**src/rtl/mw_eeprom_pkg.sv**
```systemverilog
package mw_eeprom_pkg;

    localparam int WORD_W = 16;
    localparam int CNT_W  = 5;

    typedef enum logic [2:0] {
        ST_IDLE,
        ST_OPC,
        ST_ADDR,
        ST_DATA,
        ST_READ,
        ST_HOLD
    } mw_state_e;

    typedef enum logic [2:0] {
        CMD_RD,
        CMD_WR,
        CMD_ER,
        CMD_UNLOCK,
        CMD_LOCK,
        CMD_FILL_ERASE,
        CMD_FILL_WRITE
    } mw_cmd_e;

    typedef struct packed {
        mw_cmd_e           kind;
        logic [WORD_W-1:0] data;
    } mw_req_t;

    function automatic mw_cmd_e decode_cmd(input logic [1:0] opc, input logic [1:0] top);
        mw_cmd_e c;
        case (opc)
            2'b10:   c = CMD_RD;
            2'b01:   c = CMD_WR;
            2'b11:   c = CMD_ER;
            default: begin
                case (top)
                    2'b11:   c = CMD_UNLOCK;
                    2'b10:   c = CMD_FILL_ERASE;
                    2'b01:   c = CMD_FILL_WRITE;
                    default: c = CMD_LOCK;
                endcase
            end
        endcase
        return c;
    endfunction

    function automatic logic cmd_needs_data(input mw_cmd_e c);
        return (c == CMD_WR) || (c == CMD_FILL_WRITE);
    endfunction

    function automatic logic cmd_programs(input mw_cmd_e c);
        return (c == CMD_WR) || (c == CMD_ER) ||
               (c == CMD_FILL_ERASE) || (c == CMD_FILL_WRITE);
    endfunction

    function automatic logic cmd_is_fill(input mw_cmd_e c);
        return (c == CMD_FILL_ERASE) || (c == CMD_FILL_WRITE);
    endfunction

endpackage

```
**src/rtl/mw_frame_ctrl.sv**
```systemverilog
module mw_frame_ctrl
    import mw_eeprom_pkg::*;
#(
    parameter int ADDR_BITS = 6
) (
    input  logic                 clk,
    input  logic                 rst,
    input  logic                 cs,
    input  logic                 sk,
    input  logic                 di,
    input  logic                 busy,
    input  logic [WORD_W-1:0]    rd_data,
    output logic [ADDR_BITS-1:0] rd_addr,
    output logic                 req_valid,
    output mw_req_t              req,
    output logic [ADDR_BITS-1:0] req_addr,
    output logic                 rd_active,
    output logic                 sdo
);

    localparam logic [CNT_W-1:0] ADDR_LAST = CNT_W'(ADDR_BITS - 1);
    localparam logic [CNT_W-1:0] DATA_LAST = CNT_W'(WORD_W - 1);
    localparam logic [CNT_W-1:0] READ_END  = CNT_W'(WORD_W);

    mw_state_e             state_q;
    logic                  sk_q;
    logic [CNT_W-1:0]      cnt_q;
    logic [1:0]            opc_q;
    logic [ADDR_BITS-1:0]  addr_q;
    logic [WORD_W-1:0]     data_q;
    logic [WORD_W-1:0]     word_q;
    logic                  bit_q;

    logic                  rise;
    logic [ADDR_BITS-1:0]  addr_n;
    logic [WORD_W-1:0]     data_n;
    mw_cmd_e               cmd_at_addr;
    mw_cmd_e               cmd_held;

    assign rise        = sk & ~sk_q;
    assign addr_n      = {addr_q[ADDR_BITS-2:0], di};
    assign data_n      = {data_q[WORD_W-2:0], di};
    assign cmd_at_addr = decode_cmd(opc_q, addr_n[ADDR_BITS-1 -: 2]);
    assign cmd_held    = decode_cmd(opc_q, addr_q[ADDR_BITS-1 -: 2]);
    assign rd_addr     = addr_n;
    assign rd_active   = (state_q == ST_READ);

    always_ff @(posedge clk) begin
        if (rst) sk_q <= 1'b0;
        else     sk_q <= sk;
    end

    always_ff @(posedge clk) begin
        req_valid <= 1'b0;
        if (rst) begin
            state_q  <= ST_IDLE;
            cnt_q    <= '0;
            opc_q    <= '0;
            addr_q   <= '0;
            data_q   <= '0;
            word_q   <= '0;
            bit_q    <= 1'b1;
            req      <= '{kind: CMD_LOCK, data: '0};
            req_addr <= '0;
        end else if (!cs) begin
            state_q <= ST_IDLE;
            cnt_q   <= '0;
        end else if (rise) begin
            case (state_q)
                ST_IDLE: begin
                    if (di && !busy) begin
                        state_q <= ST_OPC;
                        cnt_q   <= '0;
                    end
                end
                ST_OPC: begin
                    opc_q <= {opc_q[0], di};
                    if (cnt_q == CNT_W'(1)) begin
                        state_q <= ST_ADDR;
                        cnt_q   <= '0;
                    end else begin
                        cnt_q <= cnt_q + 1'b1;
                    end
                end
                ST_ADDR: begin
                    addr_q <= addr_n;
                    if (cnt_q == ADDR_LAST) begin
                        cnt_q <= '0;
                        if (cmd_at_addr == CMD_RD) begin
                            state_q <= ST_READ;
                            word_q  <= rd_data;
                            bit_q   <= 1'b0;
                        end else if (cmd_needs_data(cmd_at_addr)) begin
                            state_q <= ST_DATA;
                        end else begin
                            state_q   <= ST_HOLD;
                            req_valid <= 1'b1;
                            req.kind  <= cmd_at_addr;
                            req.data  <= '0;
                            req_addr  <= addr_n;
                        end
                    end else begin
                        cnt_q <= cnt_q + 1'b1;
                    end
                end
                ST_DATA: begin
                    data_q <= data_n;
                    if (cnt_q == DATA_LAST) begin
                        state_q   <= ST_HOLD;
                        req_valid <= 1'b1;
                        req.kind  <= cmd_held;
                        req.data  <= data_n;
                        req_addr  <= addr_q;
                    end else begin
                        cnt_q <= cnt_q + 1'b1;
                    end
                end
                ST_READ: begin
                    if (cnt_q != READ_END) begin
                        bit_q  <= word_q[WORD_W-1];
                        word_q <= {word_q[WORD_W-2:0], 1'b0};
                        cnt_q  <= cnt_q + 1'b1;
                    end else begin
                        state_q <= ST_HOLD;
                    end
                end
                default: ;
            endcase
        end
    end

    always_comb begin
        if (!cs)                       sdo = 1'b1;
        else if (state_q == ST_READ)   sdo = bit_q;
        else if (state_q == ST_IDLE)   sdo = ~busy;
        else                           sdo = 1'b1;
    end

endmodule

```
**src/rtl/mw_word_store.sv**
```systemverilog
module mw_word_store
    import mw_eeprom_pkg::*;
#(
    parameter int ADDR_BITS = 6
) (
    input  logic                 clk,
    input  logic                 rst,
    input  logic                 req_valid,
    input  mw_req_t              req,
    input  logic [ADDR_BITS-1:0] req_addr,
    input  logic [ADDR_BITS-1:0] rd_addr,
    output logic [WORD_W-1:0]    rd_data,
    output logic                 wen,
    output logic                 prog_start
);

    localparam int DEPTH = 1 << ADDR_BITS;

    logic [WORD_W-1:0] mem [DEPTH];
    logic [WORD_W-1:0] fill_val;
    logic              is_fill;

    assign prog_start = req_valid && wen && cmd_programs(req.kind);
    assign is_fill    = cmd_is_fill(req.kind);
    assign fill_val   = ((req.kind == CMD_ER) || (req.kind == CMD_FILL_ERASE))
                        ? '1 : req.data;
    assign rd_data    = mem[rd_addr];

    always_ff @(posedge clk) begin
        if (rst)                                       wen <= 1'b0;
        else if (req_valid && req.kind == CMD_UNLOCK)  wen <= 1'b1;
        else if (req_valid && req.kind == CMD_LOCK)    wen <= 1'b0;
    end

    for (genvar g = 0; g < DEPTH; g++) begin : g_word
        logic [WORD_W-1:0] cell_q;
        logic              hit;

        assign hit    = prog_start && (is_fill || (req_addr == ADDR_BITS'(g)));
        assign mem[g] = cell_q;

        always_ff @(posedge clk) begin
            if (rst)      cell_q <= '1;
            else if (hit) cell_q <= fill_val;
        end
    end

endmodule

```
**src/rtl/mw_prog_timer.sv**
```systemverilog
module mw_prog_timer #(
    parameter int PROG_CYCLES = 40
) (
    input  logic clk,
    input  logic rst,
    input  logic start,
    output logic busy
);

    localparam int TW = $clog2(PROG_CYCLES + 1);

    logic [TW-1:0] left_q;

    assign busy = (left_q != '0);

    always_ff @(posedge clk) begin
        if (rst)                left_q <= '0;
        else if (start)         left_q <= TW'(PROG_CYCLES);
        else if (left_q != '0)  left_q <= left_q - 1'b1;
    end

endmodule

```
**src/rtl/mw_eeprom.sv**
```systemverilog
module mw_eeprom
    import mw_eeprom_pkg::*;
#(
    parameter int ADDR_BITS   = 6,
    parameter int PROG_CYCLES = 40
) (
    input  logic clk,
    input  logic rst,
    input  logic cs,
    input  logic sk,
    input  logic di,
    output logic sdo
);

    logic                 busy_w;
    logic                 prog_start_w;
    logic                 wen_w;
    logic                 rd_active_w;
    logic                 req_valid_w;
    mw_req_t              req_w;
    logic [ADDR_BITS-1:0] req_addr_w;
    logic [ADDR_BITS-1:0] rd_addr_w;
    logic [WORD_W-1:0]    rd_data_w;

    mw_frame_ctrl #(.ADDR_BITS(ADDR_BITS)) u_ctrl (
        .clk       (clk),
        .rst       (rst),
        .cs        (cs),
        .sk        (sk),
        .di        (di),
        .busy      (busy_w),
        .rd_data   (rd_data_w),
        .rd_addr   (rd_addr_w),
        .req_valid (req_valid_w),
        .req       (req_w),
        .req_addr  (req_addr_w),
        .rd_active (rd_active_w),
        .sdo       (sdo)
    );

    mw_word_store #(.ADDR_BITS(ADDR_BITS)) u_store (
        .clk        (clk),
        .rst        (rst),
        .req_valid  (req_valid_w),
        .req        (req_w),
        .req_addr   (req_addr_w),
        .rd_addr    (rd_addr_w),
        .rd_data    (rd_data_w),
        .wen        (wen_w),
        .prog_start (prog_start_w)
    );

    mw_prog_timer #(.PROG_CYCLES(PROG_CYCLES)) u_timer (
        .clk   (clk),
        .rst   (rst),
        .start (prog_start_w),
        .busy  (busy_w)
    );

endmodule

```
**config.mk**
```make
export PLATFORM = sky130hd
export DESIGN_NAME = mw_eeprom
export DESIGN_NICKNAME = d
export VERILOG_FILES = /design/src/rtl/mw_eeprom_pkg.sv /design/src/rtl/mw_frame_ctrl.sv /design/src/rtl/mw_word_store.sv /design/src/rtl/mw_prog_timer.sv /design/src/rtl/mw_eeprom.sv
export SDC_FILE = /design/constraint.sdc
export NUM_CORES = 2
export LEC_CHECK = 0
export BUFFER_PORTS_ARGS = -buffer_cell sky130_fd_sc_hd__buf_2
export CORE_ASPECT_RATIO = 1.75
export CORE_MARGIN = 3
export CORE_UTILIZATION = 60
export DETAILED_ROUTE_END_ITERATION = 8
export PLACE_DENSITY = 0.83
export RECOVER_POWER = 50
export SLEW_MARGIN = 10
export SYNTH_ARGS = -nofsm -noshare
export SYNTH_HDL_FRONTEND = slang
export SYNTH_HIERARCHICAL = 1
export SYNTH_SLANG_ARGS = --single-unit
```
**constraint.sdc**
```tcl
create_clock -name clk -period 4.9 [get_ports clk]
set_input_delay 0.49 -clock clk [delete_from_list [all_inputs] [get_ports clk]]
set_output_delay 0.49 -clock clk [all_outputs]
set_load 0.05 [all_outputs]
```
## Word level (Yosys, flattened, before mapping)

Index checks and enable logic that the tools add are counted.

- Reduce and logical (&&, ||, !) cells: 159
- $lt $le $gt $ge: 1
- Bitwise operators: 6
- Divide/modulo/power cells: 0
- Eq/ne operators: 98
- Mux-type cells: 52
- Multipliers: 0
- Shift operators: 0
- Add/sub/neg operators: 2

Operators by type and width:

| operator | number |
|---|---|
| 6-bit == test, second input constant | 32 |
| 16-bit binary-select mux with 6-bit select | 1 |
| 6-bit by 5-bit == test with 1-bit output, second input constant | 16 |
| 16-bit 2-to-1 mux | 6 |
| 19-bit 2-to-1 mux | 4 |
| 1-bit logical OR | 70 |
| 1-bit logical AND | 69 |
| 6-bit by 4-bit == test with 1-bit output, second input constant | 8 |
| 19-bit one-hot mux with 2 select lines | 1 |
| 6-bit 2-to-1 mux | 6 |
| 3-bit one-hot mux with 3 select lines | 4 |
| 16-bit one-hot mux with 2 select lines | 1 |
| 5-bit 2-to-1 mux | 5 |
| 5-bit one-hot mux with 5 select lines | 1 |
| 6-bit by 3-bit == test with 1-bit output, second input constant | 4 |
| 3-bit 2-to-1 mux | 7 |
| 3-bit == test, second input constant | 5 |
| 3-bit one-hot mux with 5 select lines | 1 |
| 7-bit AND reduction | 2 |
| 2-bit == test, second input constant | 6 |
| 3-bit by 2-bit == test with 1-bit output, second input constant | 4 |
| 6-bit by 2-bit == test with 1-bit output, second input constant | 2 |
| 1-bit 2-to-1 mux | 12 |
| 2-bit by 1-bit != test with 1-bit output, second input constant | 6 |
| other kinds (27) | 45 |

- Latch bits: 0
- Word-level logic and storage cells: 397
- Memories: 0
- Memory bits (read-only): 0
- Register bits: 1106
- Input bits: 5
- RAM bits: 0
- Output and inout port bits: 1

## Depth between registers and ports, before layout

- Word-level depth: 9
- Depth in mapped cells: 13

## By module

Netlist, hierarchy kept.

Modules (own cells, without submodules):

| module | instances | area an instance (µm²) | cells each |
|---|---|---|---|
| mw_word_store | 1 | 44686.6 | 4282 |
| mw_frame_ctrl | 1 | 3395.8 | 381 |
| mw_prog_timer | 1 | 314.1 | 32 |

## Worst setup path after synthesis

OpenSTA, ideal clock, no wires.

- Kind: input -> register
- From: input di
- To: register u_ctrl.word_q[13]
- Buffers on the path: 3
- Setup time: 0.144 ns
- Data arrival time: 2.200 ns
- Cell stages on the path: 10
- Slack: 2.557 ns
- Required time: 4.756 ns
- Cell sequence: buf_4 -> buf_6 -> buf_6 -> mux4_2 -> mux2_2 -> o22ai_1 -> nand2b_1 -> a32o_1 -> nand2_1 -> a311oi_2

- Word-level cells in the longest chain between the ends: 7

Ends and longest elaborated chain:

| item | line | text |
|---|---|---|
| start, declared | mw_eeprom.sv:11 | `input logic di,` |
| 6-bit inverter with 7-bit output (not written as such) | mw_word_store.sv:27 | `assign rd_data = mem[rd_addr];` |
| 16-bit binary-select mux with 6-bit select | mw_word_store.sv:27 |  |
| 16-bit 2-to-1 mux (not written as such) (2 in series) | mw_word_store.sv:27 |  |
| net rd_data_w[13] | mw_eeprom.sv:23 | `logic [WORD_W-1:0] rd_data_w;` |
| 16-bit 2-to-1 mux | mw_frame_ctrl.sv:89 | `if (cmd_at_addr == CMD_RD) begin` |
| 16-bit 2-to-1 mux | mw_frame_ctrl.sv:87 | `if (cnt_q == ADDR_LAST) begin` |
| 16-bit one-hot mux with 2 select lines | mw_frame_ctrl.sv:69 | `case (state_q)` |
| end signal, assigned | mw_frame_ctrl.sv:91 | `word_q <= rd_data;` |
| end signal, assigned | mw_frame_ctrl.sv:121 | `word_q <= {word_q[WORD_W-2:0], 1'b0};` |
| end, declared | mw_frame_ctrl.sv:31 | `logic [WORD_W-1:0] word_q;` |

The timed path passes the listed nets, and every way through them passes these cells. The select of a mux whose other input is x is not followed.
A chain may end at the register's enable or synchronous reset.

## Worst setup path after layout

- From: register u_ctrl/req[16] (netlist name)
- To: register u_store.g_word[51].cell_q[1]

- Word-level cells in the longest chain between the ends: 6

Ends and longest elaborated chain:

| item | line | text |
|---|---|---|
| 3-bit by 1-bit == test with 1-bit output / 3-bit by 2-bit == test with 1-bit output (equally long branches) | mw_eeprom_pkg.sv:53 | `return (c == CMD_WR) \|\| (c == CMD_ER) \|\|` |
| 1-bit logical OR (2 in series) | mw_eeprom_pkg.sv:53 |  |
| 1-bit logical OR * | mw_eeprom_pkg.sv:54 | `(c == CMD_FILL_ERASE) \|\| (c == CMD_FILL_WRITE);` |
| 1-bit logical AND * | mw_word_store.sv:23 | `assign prog_start = req_valid && wen && cmd_programs(req.kind);` |
| net prog_start_w | mw_eeprom.sv:16 | `logic prog_start_w;` |
| 1-bit logical AND * | mw_word_store.sv:39 | `assign hit = prog_start && (is_fill \|\| (req_addr == ADDR_BITS'(g)));` |
| end signal, assigned | mw_word_store.sv:44 | `else if (hit) cell_q <= fill_val;` |
| end, declared | mw_word_store.sv:36 | `logic [WORD_W-1:0] cell_q;` |

The timed path passes the listed nets; every way through them passes the cells marked *.

==> flow_results.org <==
** Logic synthesis
- The Yosys step of the flow raised 6 warnings.
- Synthesis inferred 1106 register bits.
- Post-synthesis area per instance :: 10.3 um2
- Primary flip-flop cell chosen by synthesis mapping :: sky130_fd_sc_hd__dfxtp_1
- Yosys mapped a number of flops with a built-in enable equal to 0.
- Count of unique library cells instantiated by Yosys :: 79
- Of the synthesized area, sequential elements account for 0.457.
- Async set-reset flop share out of synthesis :: 0
- Synthesis produced a netlist with a net count of between 4000 and 5000.
- The cell count after synthesis came out at 4695.
- Area of the mapped netlist :: 0.0484 mm2

** Floorplanning
- 6 I/O pins were placed.
- The initial utilization of the core area, before any placement, comes to 0.606.
- Die Height :: approximately 380 um
- The core region is 0.0799 mm2.
- The floorplan has 137 rows.
- Die extent in x :: about 220 um
- Die area :: about 0.084 mm2

** Outcome
- Status :: finished with violations
- The final reports fail on max-capacitance violations, max-slew violations.

** CTS
- Buffer depth of the longest clock path :: 3
- Hold repair after CTS inserted 0 buffers.
- CTS saw around 1100 sinks.
- TritonCTS built the clock tree.
- Number of buffers inserted during clock tree synthesis :: 90
- The root buffer cell chosen for the clock tree is sky130_fd_sc_hd__clkbuf_16.
- Resized cells post-CTS :: 0
- For the worst-skew pair, the clock arrives at the later sink with an insertion delay of 0.69 ns.
- H-tree Lvls :: 3
- The number of setup buffers added after CTS is 0.
- After clock tree synthesis, the clock-pin slew on the worst setup and hold paths is 0.07 ns.

** GRT
- First-pass GRT wire length :: 207000 um
- The via count of the first global-routing pass was 36200.
- Number of antenna violations at the first check in global routing :: 0
- Across every metal layer, demand over resource in global routing totals 0.315.
- Congestion Overflow GR :: 0
- Entering global routing, the biggest net connects approximately 270 pins.

** Power and ir drop
- Internal power :: 13.3 mW
- Maximum ir drop on the vdd rail :: 0.000314 V
- Cell area power density :: 333 mW/mm2
- The share of total power dissipated in combinational logic is 0.027.
- Switching power of the nets :: 3.70 mW
- Of the total power, the clock network draws 0.441.
- The share of total power dissipated in sequential elements is 0.532.
- Of the total power, the share spent switching nets is 0.218.
- Summed over all cells, the static leakage comes to 15.1 nW.

** Finish
- Final net count :: around 4400
- The library cell used most frequently in the layout, excluding fill and tap cells, is sky130_fd_sc_hd__dfxtp_1.
- Relative to the synthesized area, the layout overhead comes to 5.27%.
- Share of final-layout standard cells stronger than drive strength 1 :: 0.125
- Most frequent cells in the layout :: sky130_fd_sc_hd__dfxtp_1 (1102), sky130_fd_sc_hd__nor2_1 (1086), sky130_fd_sc_hd__a211o_1 (1025), sky130_fd_sc_hd__mux4_2 (269), sky130_fd_sc_hd__nand2_1 (136)
- Final Core Density :: 0.638
- The finished cells cover 0.0509 mm2.
- Antenna Cells :: 0
- Finished Layout Cells :: 5485

** Detailed routing
- Count of routing violations after the opening detailed-route iteration :: roughly 4400
- The pre-antenna-repair detailed-routing pass consisted of 7 iterations.
- In the detailed route, the total length drawn on met2 is 64100 um.
- Sum of routed wire segments on met1 :: 48100 um
- Average via count per standard cell :: ~7
- In this run the top signal layer used is met4.
- Routed wirelength normalized by instance count :: 24.5 um
- The count of nets left with antenna violations once routing finished came out at 0.
- In the routed design, unresolved DRC markers number 0.
- Across all layers, the routed design uses 37500 vias.
- In the detailed route, the total length drawn on met3 is 10600 um.
- Total Wirelength :: about 130000 um

** Worst setup path
- Critical path class :: flip-flop to flip-flop
- The worst setup path is launched from a flip-flop.
- At the worst endpoint, the required time is about 5.4 ns.
- The worst setup path is captured at a flip-flop.
- Of all nets on the critical path, the largest fanout is 41.
- Arrival time at the worst endpoint :: between 4 and 5 ns

** Timing
- RSZ-0062 raised after global routing :: no
- For the final database, setup skew stands at around 0.034 ns.
- The worst path meets setup with ~0.96 ns of slack.
- Setup violations remaining at the end of the flow were counted as 0.
- For the pin with the worst max-slew slack, the measured transition is 2.05 ns.
- Minimum clock period after layout :: ~4 ns
- In the final timing run, aggregate negative setup slack is 0 ns.
- Max-slew violation count :: 1748
- Dividing the final minimum period by the clock period gives 0.805.
- Relative max-transition margin :: -0.371
- For this run, the top clock speed supported by timing is 254 MHz.
- The final count of hold timing violations came to 0.

** Run
- # Max-Cap Violations :: 50

** Min path
- The tightest min-delay check is of the input port to flip-flop type.

** Placed design
- Number of buffers added on ports :: 5
- Detailed placement finished with a half-perimeter wire length of 82500 um.
- The number of placed instances, taps included, is between 5000 and 6000.
- At the placement stage, the worst setup path has a slack of 1.54 ns.
- After detailed placement, the total cell area comes to a little under 0.05 mm2.
- The congestion estimate from routability-driven global placement came to 1.03.
[sequential cells by signal, indices dropped and copies added, names as in the netlist]
register / count
u_ctrl/addr_q: 6
u_ctrl/bit_q: 1
u_ctrl/cnt_q: 5
u_ctrl/data_q: 15
u_ctrl/opc_q: 2
u_ctrl/req: 19
u_ctrl/req_addr: 6
u_ctrl/req_valid: 1
u_ctrl/sk_q: 1
u_ctrl/state_q: 3
u_ctrl/word_q: 16
u_store/g_word.cell_q: 1024
u_store/wen: 1
u_timer/left_q: 6
[synthesized netlist by cell type, drive strengths merged, types with 5 or more instances]
library cell	instances	area share
o41ai	14	0.0025
nor3	13	0.0016
a211oi	16	0.0025
a22o	16	0.0029
clkbuf	236	0.018
inv	16	0.0012
buf	315	0.039
a21oi	73	0.0075
nor2	1098	0.089
nor4	12	0.0016
ha	10	0.0026
o22ai	21	0.0027
nand3	17	0.0019
nand4b	5	0.00090
dfxtp	1106	0.46
a211o	1025	0.19
mux4	269	0.13
nand2	136	0.011
a311oi	20	0.0052
o21ai	119	0.012
a2111oi	6	0.0012
nor2b	18	0.0023
mux2i	57	0.012
nand2b	17	0.0022
[routing by layer]
metal,vias to the layer above,global-route usage
li1,16600,-
met1,18600,0.367
met2,1791,0.515
met3,484,0.0554
met4,0,0.239
met5,-,0
[path summary, 6_finish.rpt]
kind	slack, ns	end	start	cells after the start
worst min-delay path	0.06	u_ctrl/sk_q	sk	2
worst max-delay path	0.96	u_store/g_word[51].cell_q[1]	u_ctrl/req[16]	8
worst min register to register	0.46	u_store/g_word[60].cell_q[3]	u_store/g_word[60].cell_q[3]	1
worst max register to register	0.96	u_store/g_word[51].cell_q[1]	u_ctrl/req[16]	8
[cell families after synthesis]
logic type / Yosys count / synth area share
xor gates and xnor gates: 3 / 0.000543
adders and majority gates: 10 / 0.00259
and+or+nand+nor: 1348 / 0.116
muxes: 330 / 0.138
DFF: 1106 / 0.457
AOI/OAI and AO/OA: 1330 / 0.226
buffers and inverters: 568 / 0.0587
[area by class of cell]
type	count	area, um2
multi-input combinational	3021	23400
clock inverter	34	384
inverter	17	63.8
fill	5937	28900
sequential	1106	22200
tap	1042	1300
clock buffer	133	2670
timing repair buffer	132	991
[power by group through the flow]
stage	logic, mW	registers (mW)	clock network, mW
after CTS	0.480	9.03	7.55
after floorplan	0.407	9.23	0
final	0.462	9.03	7.48
after detailed placement	0.478	9.24	0
after global routing	0.505	9.03	7.88
after global placement	0.472	9.24	0
[worst max-delay path, cell delays in order (launching register included)]
cell and delay [ns]:
sky130_fd_sc_hd__dfxtp_1 0.39, sky130_fd_sc_hd__inv_1 0.09, sky130_fd_sc_hd__ha_1 0.29, sky130_fd_sc_hd__and3_2 0.49, sky130_fd_sc_hd__clkbuf_1 0.49, sky130_fd_sc_hd__o21ai_0 0.23
sky130_fd_sc_hd__clkbuf_1 1.33, sky130_fd_sc_hd__nor2_1 0.14, sky130_fd_sc_hd__a211o_1 0.34
[stage by stage]
| stage | hold slack, ns | power [mW] |
|---|---|---|
| after global routing | 0.0524 | 17.4 |
| final | 0.0563 | 17.0 |
| after global placement | 0.436 | 9.71 |
| after detailed placement | 0.444 | 9.71 |
| after floorplan | 0.430 | 9.64 |
| after CTS | 0.0215 | 17.1 |
No activity file was read; power rests on OpenSTA's default activity.
